==> src/rtl/qdc_pkg.sv <==
package qdc_pkg;
  typedef enum logic [1:0] {
    STEP_NONE = 2'd0,
    STEP_UP   = 2'd1,
    STEP_DN   = 2'd2,
    STEP_BAD  = 2'd3
  } step_e;

  // position of a {A,B} state along the forward Gray cycle
  function automatic logic [1:0] gray_pos(input logic [1:0] ab);
    case (ab)
      2'b00:   gray_pos = 2'd0;
      2'b01:   gray_pos = 2'd1;
      2'b11:   gray_pos = 2'd2;
      default: gray_pos = 2'd3;
    endcase
  endfunction
endpackage

==> src/rtl/qdc_sync.sv <==
module qdc_sync #(
  parameter int STAGES = 2,
  parameter int W      = 2
) (
  input  logic         clk_i,
  input  logic         rst_ni,
  input  logic [W-1:0] d_i,
  output logic [W-1:0] q_o
);
  logic [STAGES-1:0][W-1:0] pipe_q;

  always_ff @(posedge clk_i or negedge rst_ni) begin
    if (!rst_ni) pipe_q[0] <= '0;
    else         pipe_q[0] <= d_i;
  end

  for (genvar i = 1; i < STAGES; i++) begin : g_stage
    always_ff @(posedge clk_i or negedge rst_ni) begin
      if (!rst_ni) pipe_q[i] <= '0;
      else         pipe_q[i] <= pipe_q[i-1];
    end
  end

  assign q_o = pipe_q[STAGES-1];
endmodule

==> src/rtl/qdc_decode.sv <==
module qdc_decode
  import qdc_pkg::*;
#(
  parameter int SYNC_STAGES = 2
) (
  input  logic       clk_i,
  input  logic       rst_ni,
  input  logic [1:0] ab_i,
  output step_e      step_o
);
  localparam int ARM_AT = SYNC_STAGES + 1;
  localparam int PW     = $clog2(ARM_AT + 1);

  logic [1:0]    prev_q;
  logic [PW-1:0] prime_q;
  logic          armed;
  logic [1:0]    delta;

  // hold off until the synchroniser and prev register carry real levels
  assign armed = (prime_q == PW'(ARM_AT));

  always_ff @(posedge clk_i or negedge rst_ni) begin
    if (!rst_ni) begin
      prev_q  <= '0;
      prime_q <= '0;
    end else begin
      prev_q <= ab_i;
      if (!armed) prime_q <= prime_q + 1'b1;
    end
  end

  assign delta = gray_pos(ab_i) - gray_pos(prev_q);

  always_comb begin
    step_o = STEP_NONE;
    if (armed) begin
      case (delta)
        2'd1:    step_o = STEP_UP;
        2'd3:    step_o = STEP_DN;
        2'd2:    step_o = STEP_BAD;
        default: step_o = STEP_NONE;
      endcase
    end
  end
endmodule

==> src/rtl/qdc_counter.sv <==
module qdc_counter
  import qdc_pkg::*;
#(
  parameter int CNT_W = 16
) (
  input  logic             clk_i,
  input  logic             rst_ni,
  input  step_e            step_i,
  output logic [CNT_W-1:0] count_o,
  output logic             step_o,
  output logic             dir_up_o,
  output logic             wrap_o,
  output logic             wrap_up_o
);
  localparam logic [CNT_W-1:0] CNT_MAX = '1;

  logic [CNT_W-1:0] cnt_q;
  logic             step_q, dir_q, wrap_q, wrap_up_q;

  always_ff @(posedge clk_i or negedge rst_ni) begin
    if (!rst_ni) begin
      cnt_q     <= '0;
      step_q    <= 1'b0;
      dir_q     <= 1'b0;
      wrap_q    <= 1'b0;
      wrap_up_q <= 1'b0;
    end else begin
      step_q <= 1'b0;
      wrap_q <= 1'b0;
      case (step_i)
        STEP_UP: begin
          cnt_q  <= cnt_q + 1'b1;
          step_q <= 1'b1;
          dir_q  <= 1'b1;
          if (cnt_q == CNT_MAX) begin
            wrap_q    <= 1'b1;
            wrap_up_q <= 1'b1;
          end
        end
        STEP_DN: begin
          cnt_q  <= cnt_q - 1'b1;
          step_q <= 1'b1;
          dir_q  <= 1'b0;
          if (cnt_q == '0) begin
            wrap_q    <= 1'b1;
            wrap_up_q <= 1'b0;
          end
        end
        default: ;
      endcase
    end
  end

  assign count_o   = cnt_q;
  assign step_o    = step_q;
  assign dir_up_o  = dir_q;
  assign wrap_o    = wrap_q;
  assign wrap_up_o = wrap_up_q;
endmodule

==> src/rtl/quad_cascade_counter.sv <==
module quad_cascade_counter
  import qdc_pkg::*;
#(
  parameter int CNT_W       = 16,
  parameter int SYNC_STAGES = 2
) (
  input  logic             clk_i,
  input  logic             rst_ni,
  input  logic             chan_a_i,
  input  logic             chan_b_i,
  output logic [CNT_W-1:0] count_o,
  output logic             step_o,
  output logic             dir_up_o,
  output logic             casc_pulse_o,
  output logic             casc_up_o
);
  logic [1:0] ab_sync;
  step_e      step;
  logic       casc_en;

  qdc_sync #(.STAGES(SYNC_STAGES), .W(2)) u_sync (
    .clk_i  (clk_i),
    .rst_ni (rst_ni),
    .d_i    ({chan_a_i, chan_b_i}),
    .q_o    (ab_sync)
  );

  qdc_decode #(.SYNC_STAGES(SYNC_STAGES)) u_dec (
    .clk_i  (clk_i),
    .rst_ni (rst_ni),
    .ab_i   (ab_sync),
    .step_o (step)
  );

  qdc_counter #(.CNT_W(CNT_W)) u_cnt (
    .clk_i     (clk_i),
    .rst_ni    (rst_ni),
    .step_i    (step),
    .count_o   (count_o),
    .step_o    (step_o),
    .dir_up_o  (dir_up_o),
    .wrap_o    (casc_en),
    .wrap_up_o (casc_up_o)
  );

  // registered enable gated by clock level: pulse covers the high half only
  assign casc_pulse_o = casc_en & clk_i;
endmodule

==> config.mk <==
export PLATFORM = sky130hd
export DESIGN_NAME = quad_cascade_counter
export DESIGN_NICKNAME = d
export VERILOG_FILES = /design/src/rtl/qdc_pkg.sv /design/src/rtl/qdc_sync.sv /design/src/rtl/qdc_decode.sv /design/src/rtl/qdc_counter.sv /design/src/rtl/quad_cascade_counter.sv
export SDC_FILE = /design/constraint.sdc
export NUM_CORES = 1
export LEC_CHECK = 0
export ABC_AREA = 1
export CAP_MARGIN = 10
export CORE_MARGIN = 2
export CORE_UTILIZATION = 50
export CTS_CLUSTER_SIZE = 40
export DETAILED_ROUTE_END_ITERATION = 8
export PLACE_DENSITY = 0.79
export SYNTH_ARGS = -nofsm -noshare
export SYNTH_HDL_FRONTEND = slang
export SYNTH_SLANG_ARGS = --single-unit
export TNS_END_PERCENT = 20
==> constraint.sdc <==
create_clock -name clk_i -period 7.5 [get_ports clk_i]
set_clock_uncertainty 0.05 [all_clocks]
set_input_delay 1.5 -clock clk_i [delete_from_list [all_inputs] [get_ports clk_i]]
set_output_delay 1.5 -clock clk_i [all_outputs]
set_load 0.02 [all_outputs]
# [Yosys cells after proc, flatten, opt, wreduce, memory -nomap -nowiden]
# Cells that the tools add are included.
[word_totals] output_inout_bits=20 elab_cells=46 ff_bits=28 inputBits=4
[op_classes] eq_ne=13 addsub=4 bitwise_logic=1 n_mux=13 reduce_logical=6
[op_table] cell="$pmux W16 S2" n=1
[op_table] cell="$pmux W2 S3" n=3
[op_table] cell="$add A16 B1 Y16 const B" n=1
[op_table] cell="$eq A16 B16 Y1 const B" n=1
[op_table] cell="$logic_not A16 Y1" n=1
[op_table] cell="$sub A16 B1 Y16 const B" n=1
[op_table] cell="$eq A2 B2 Y1 const B" n=6
[op_table] cell="$eq A2 B1 Y1 const B" n=4
[op_table] cell="$pmux W1 S2" n=3
[op_table] cell="$mux W1" n=5
[op_table] cell="$logic_not A2 Y1" n=2
[op_table] cell="$ne A2 B1 Y1 const B" n=2
[op_table] cell="$reduce_and A3 Y1" n=1
[op_table] cell="$add A2 B1 Y2 const B" n=1
[op_table] cell="$mux W2" n=1
[op_table] cell="$reduce_bool A2 Y1" n=1
[op_table] cell="$reduce_or A2 Y1" n=1
[op_table] cell="$sub A2 B2 Y2" n=1
[op_table] cell="$and A1 B1 Y1" n=1

# [Logic depth before layout (Yosys ltp)]
[logic_depth] word_depth=9 ltp_mapped=22 ltp_nobuf=22

# [Modules after synthesis]
# A second synthesis with hierarchy kept.
[hier_totals] hier_cells=360 hier_area_um2=2409.8
[modules_own_cells] module="qdc_counter" area_per_inst_um2=2023.2 n_inst=1 seq_area_each_um2=500.5 cells_per_inst=322
[modules_own_cells] module="qdc_decode" area_per_inst_um2=264.0 n_inst=1 seq_area_each_um2=100.1 cells_per_inst=30
[modules_own_cells] module="qdc_sync" area_per_inst_um2=115.1 n_inst=1 seq_area_each_um2=100.1 cells_per_inst=6
[modules_own_cells] module="quad_cascade_counter" area_per_inst_um2=7.5 n_inst=1 seq_area_each_um2=0.0 cells_per_inst=2

==> run metrics <==
status=complete, no violations; first-pass GRT wire length=8.30 mm; initial antenna violation count=0; Final Hold Vio Count=0; reg2reg end=u_cnt.count_o[14]$_DFFE_PN0P_; power density cells=464 nW/µm²; largest net degree at the start of global routing=29; gr usage total=0.207; post-cts gate resize count=0; Syn Nets=346; most frequent cells in the layout=nand2_1, inv_1, dfrtp_1; RD Place Congestion=0.848; Critical path buffers and inverters=4; final core occ=0.605; DR DRC count=0; height of the chip=71.0 µm; count of state elements after synthesis=28; n_diodes=0; CP endpoint kind=output port; global route hottest layer=met2; P&R area growth vs syn=17.1%; most frequent CP cell=clkbuf_8; main area contributors after synthesis=dfrtp_1, nand2_1, ha_1; drt wl/cell=12.5 µm; max-cap viol count=0; unrepaired setup endpoints after global routing=false; Critical Path Start Type=clock port; WP data arrival=4.58 ns; kind of critical path=clk -> out; vias in the first global route=1879; post-synth top area cell=dfrtp_1; asr flop ratio synth=1.00; Post-synth EDFFs=0; width of the die=71.0 µm; Crit-path slowest cell=clkdlybuf4s50_1; Die Area=5050 µm²; predominant post-synthesis flop cell=dfrtp_1; GR Util met2=0.332; Synth top area share=0.312; CTS tree=built; TNS Setup=0 ns; Post-CTS Setup Inserts=0; YS warnings=0; Via-to-Cell Ratio=5.11; number of I/O pins=24; post-route ant nets=0; Rows=24; Hold Path Class=reg -> reg; First-pass DRT Iterations=4; Distinct cells, synth=33; number of port buffers=23; share of layout cells above drive strength 1=0.102; M1 GR Usage=0.277; WHS Path Cells=0; Crit path max-delay family=buffers and inverters; hold_buf cts=0; Layout Nets=375; routed wire length=4.94 mm; worst slew pin tran=0.742 ns; Slew HR=0.505; leak pwr=1.42 nW; crit-path cells=clkbuf_8 -> clkbuf_8 -> nand2_1 -> inv_1 -> clkdlybuf4s50_1; hold path startpoint=u_sync.pipe_q[1]$_DFF_PN0_; pins over their slew limit=0; Finish-stage setup viols=0; Post-DP HPWL=3.75 mm; Mapped Area=2250 µm²; initial core utilization=0.516; Seq/Total Area, Yosys=0.312; Worst R2R Start=u_sync.q_o[0]$_DFF_PN0_; worst reg2reg setup slack=3.89 ns; Mapped Cells=316; vias=2022; most common cell after layout, fill and taps aside=nand2_1; Synth Area per Inst=7.11 µm²; max incr delay on CP=0.52 ns; met3 Usage GRT=0.0413; Tot Pwr=1.22 mW; Worst VDD drop=0.000316 V; grt ovf=0; clock-pin slew on the worst setup and hold paths=0.10 ns; worst reg-to-reg path cell count=15; Crit Path Max Fanout=2; Core Region=4350 µm²; iteration-0 DRC count of the detailed router=55; clk_lat worst skew=0.39 ns; required time of the critical path=5.95 ns; hold path endpoint=u_sync.q_o[1]$_DFF_PN0_
-- cells by family after synthesis --
group                    Yosys count  share of synthesized area
adder cells (fa/ha/maj)           26                      0.148
multiplexers                       1                    0.00501
flip-flops                        28                      0.312
XOR/XNOR                           5                     0.0195
AO/OA/AOI/OAI                     17                     0.0473
buffers and inverters             58                      0.105
AND/OR/NAND/NOR                  181                      0.363
-- final cells by class --
type                    count  area (µm²)
clock inverters             2        33.8
flip-flops and latches     28         701
well taps                  52        65.1
inverters                  54         203
multi-input cells         230        1310
fillers                   389        1720
repair buffers             23         228
clock buffers               7        92.6
-- metal layers --
| layer | part of all wire | wire length (µm) |
|---|---|---|
| met5 | 0 | 0 |
| met4 | 0.013 | 62 |
| met3 | 0.042 | 207 |
| met2 | 0.47 | 2310 |
| met1 | 0.48 | 2360 |
-- worst max path at each step --
stage	slack (ns)	start	endpoint	cells past startpoint
after floorplan	2.08	clk_i	casc_pulse_o	2
after global placement	1.62	clk_i	casc_pulse_o	3
after detailed placement	1.62	clk_i	casc_pulse_o	3
after CTS	1.36	clk_i	casc_pulse_o	5
after global routing	1.32	clk_i	casc_pulse_o	5
final	1.37	clk_i	casc_pulse_o	5
-- power breakdown --
| group | leakage, nW | switching (mW) | total, mW | internal [mW] |
|---|---|---|---|---|
| clock | 0.0712 | 0.0599 | 0.165 | 0.106 |
| sequential | 0.328 | 0.0642 | 0.269 | 0.205 |
| combinational | 1.02 | 0.481 | 0.788 | 0.307 |
| total | 1.42 | 0.605 | 1.22 | 0.617 |
-- flip-flops by register name (all words and copies together) (netlist names), 2 cells and up --
name	flops
u_sync.q_o	2
u_dec.prev_q	2
u_dec.prime_q	2
u_sync.pipe_q	2
u_cnt.count_o	16
-- cells in the mapped netlist, types with 2 or more instances --
cell / n
nand2_1: 106
inv_1: 49
dfrtp_1: 28
ha_1: 25
nor2_1: 23
nand3_1: 18
nand2_2: 8
a21oi_1: 6
nor3_1: 6
inv_2: 5
nand3_2: 4
o21ai_1: 4
or2_1: 4
xnor2_1: 4
nand3b_1: 3
nor3_2: 3
o22ai_1: 3
nand4_1: 2
-- through the flow --
| stage | hold WS, ns | cells | worst slack [ns] | cell area (µm²) |
|---|---|---|---|---|
| 6_report | 0.310 | 396 | 1.37 | 2630 |
| 5_1_grt | 0.318 | 396 | 1.32 | 2630 |
| 4_1_cts | 0.313 | 396 | 1.36 | 2630 |
| 3_5_place_dp | 0.289 | 389 | 1.62 | 2520 |
| 3_3_place_gp | 0.283 | 389 | 1.62 | 2520 |
| 2_1_floorplan | 0.281 | 316 | 2.08 | 2250 |
Note: power is estimated with default switching activity, not from simulation.
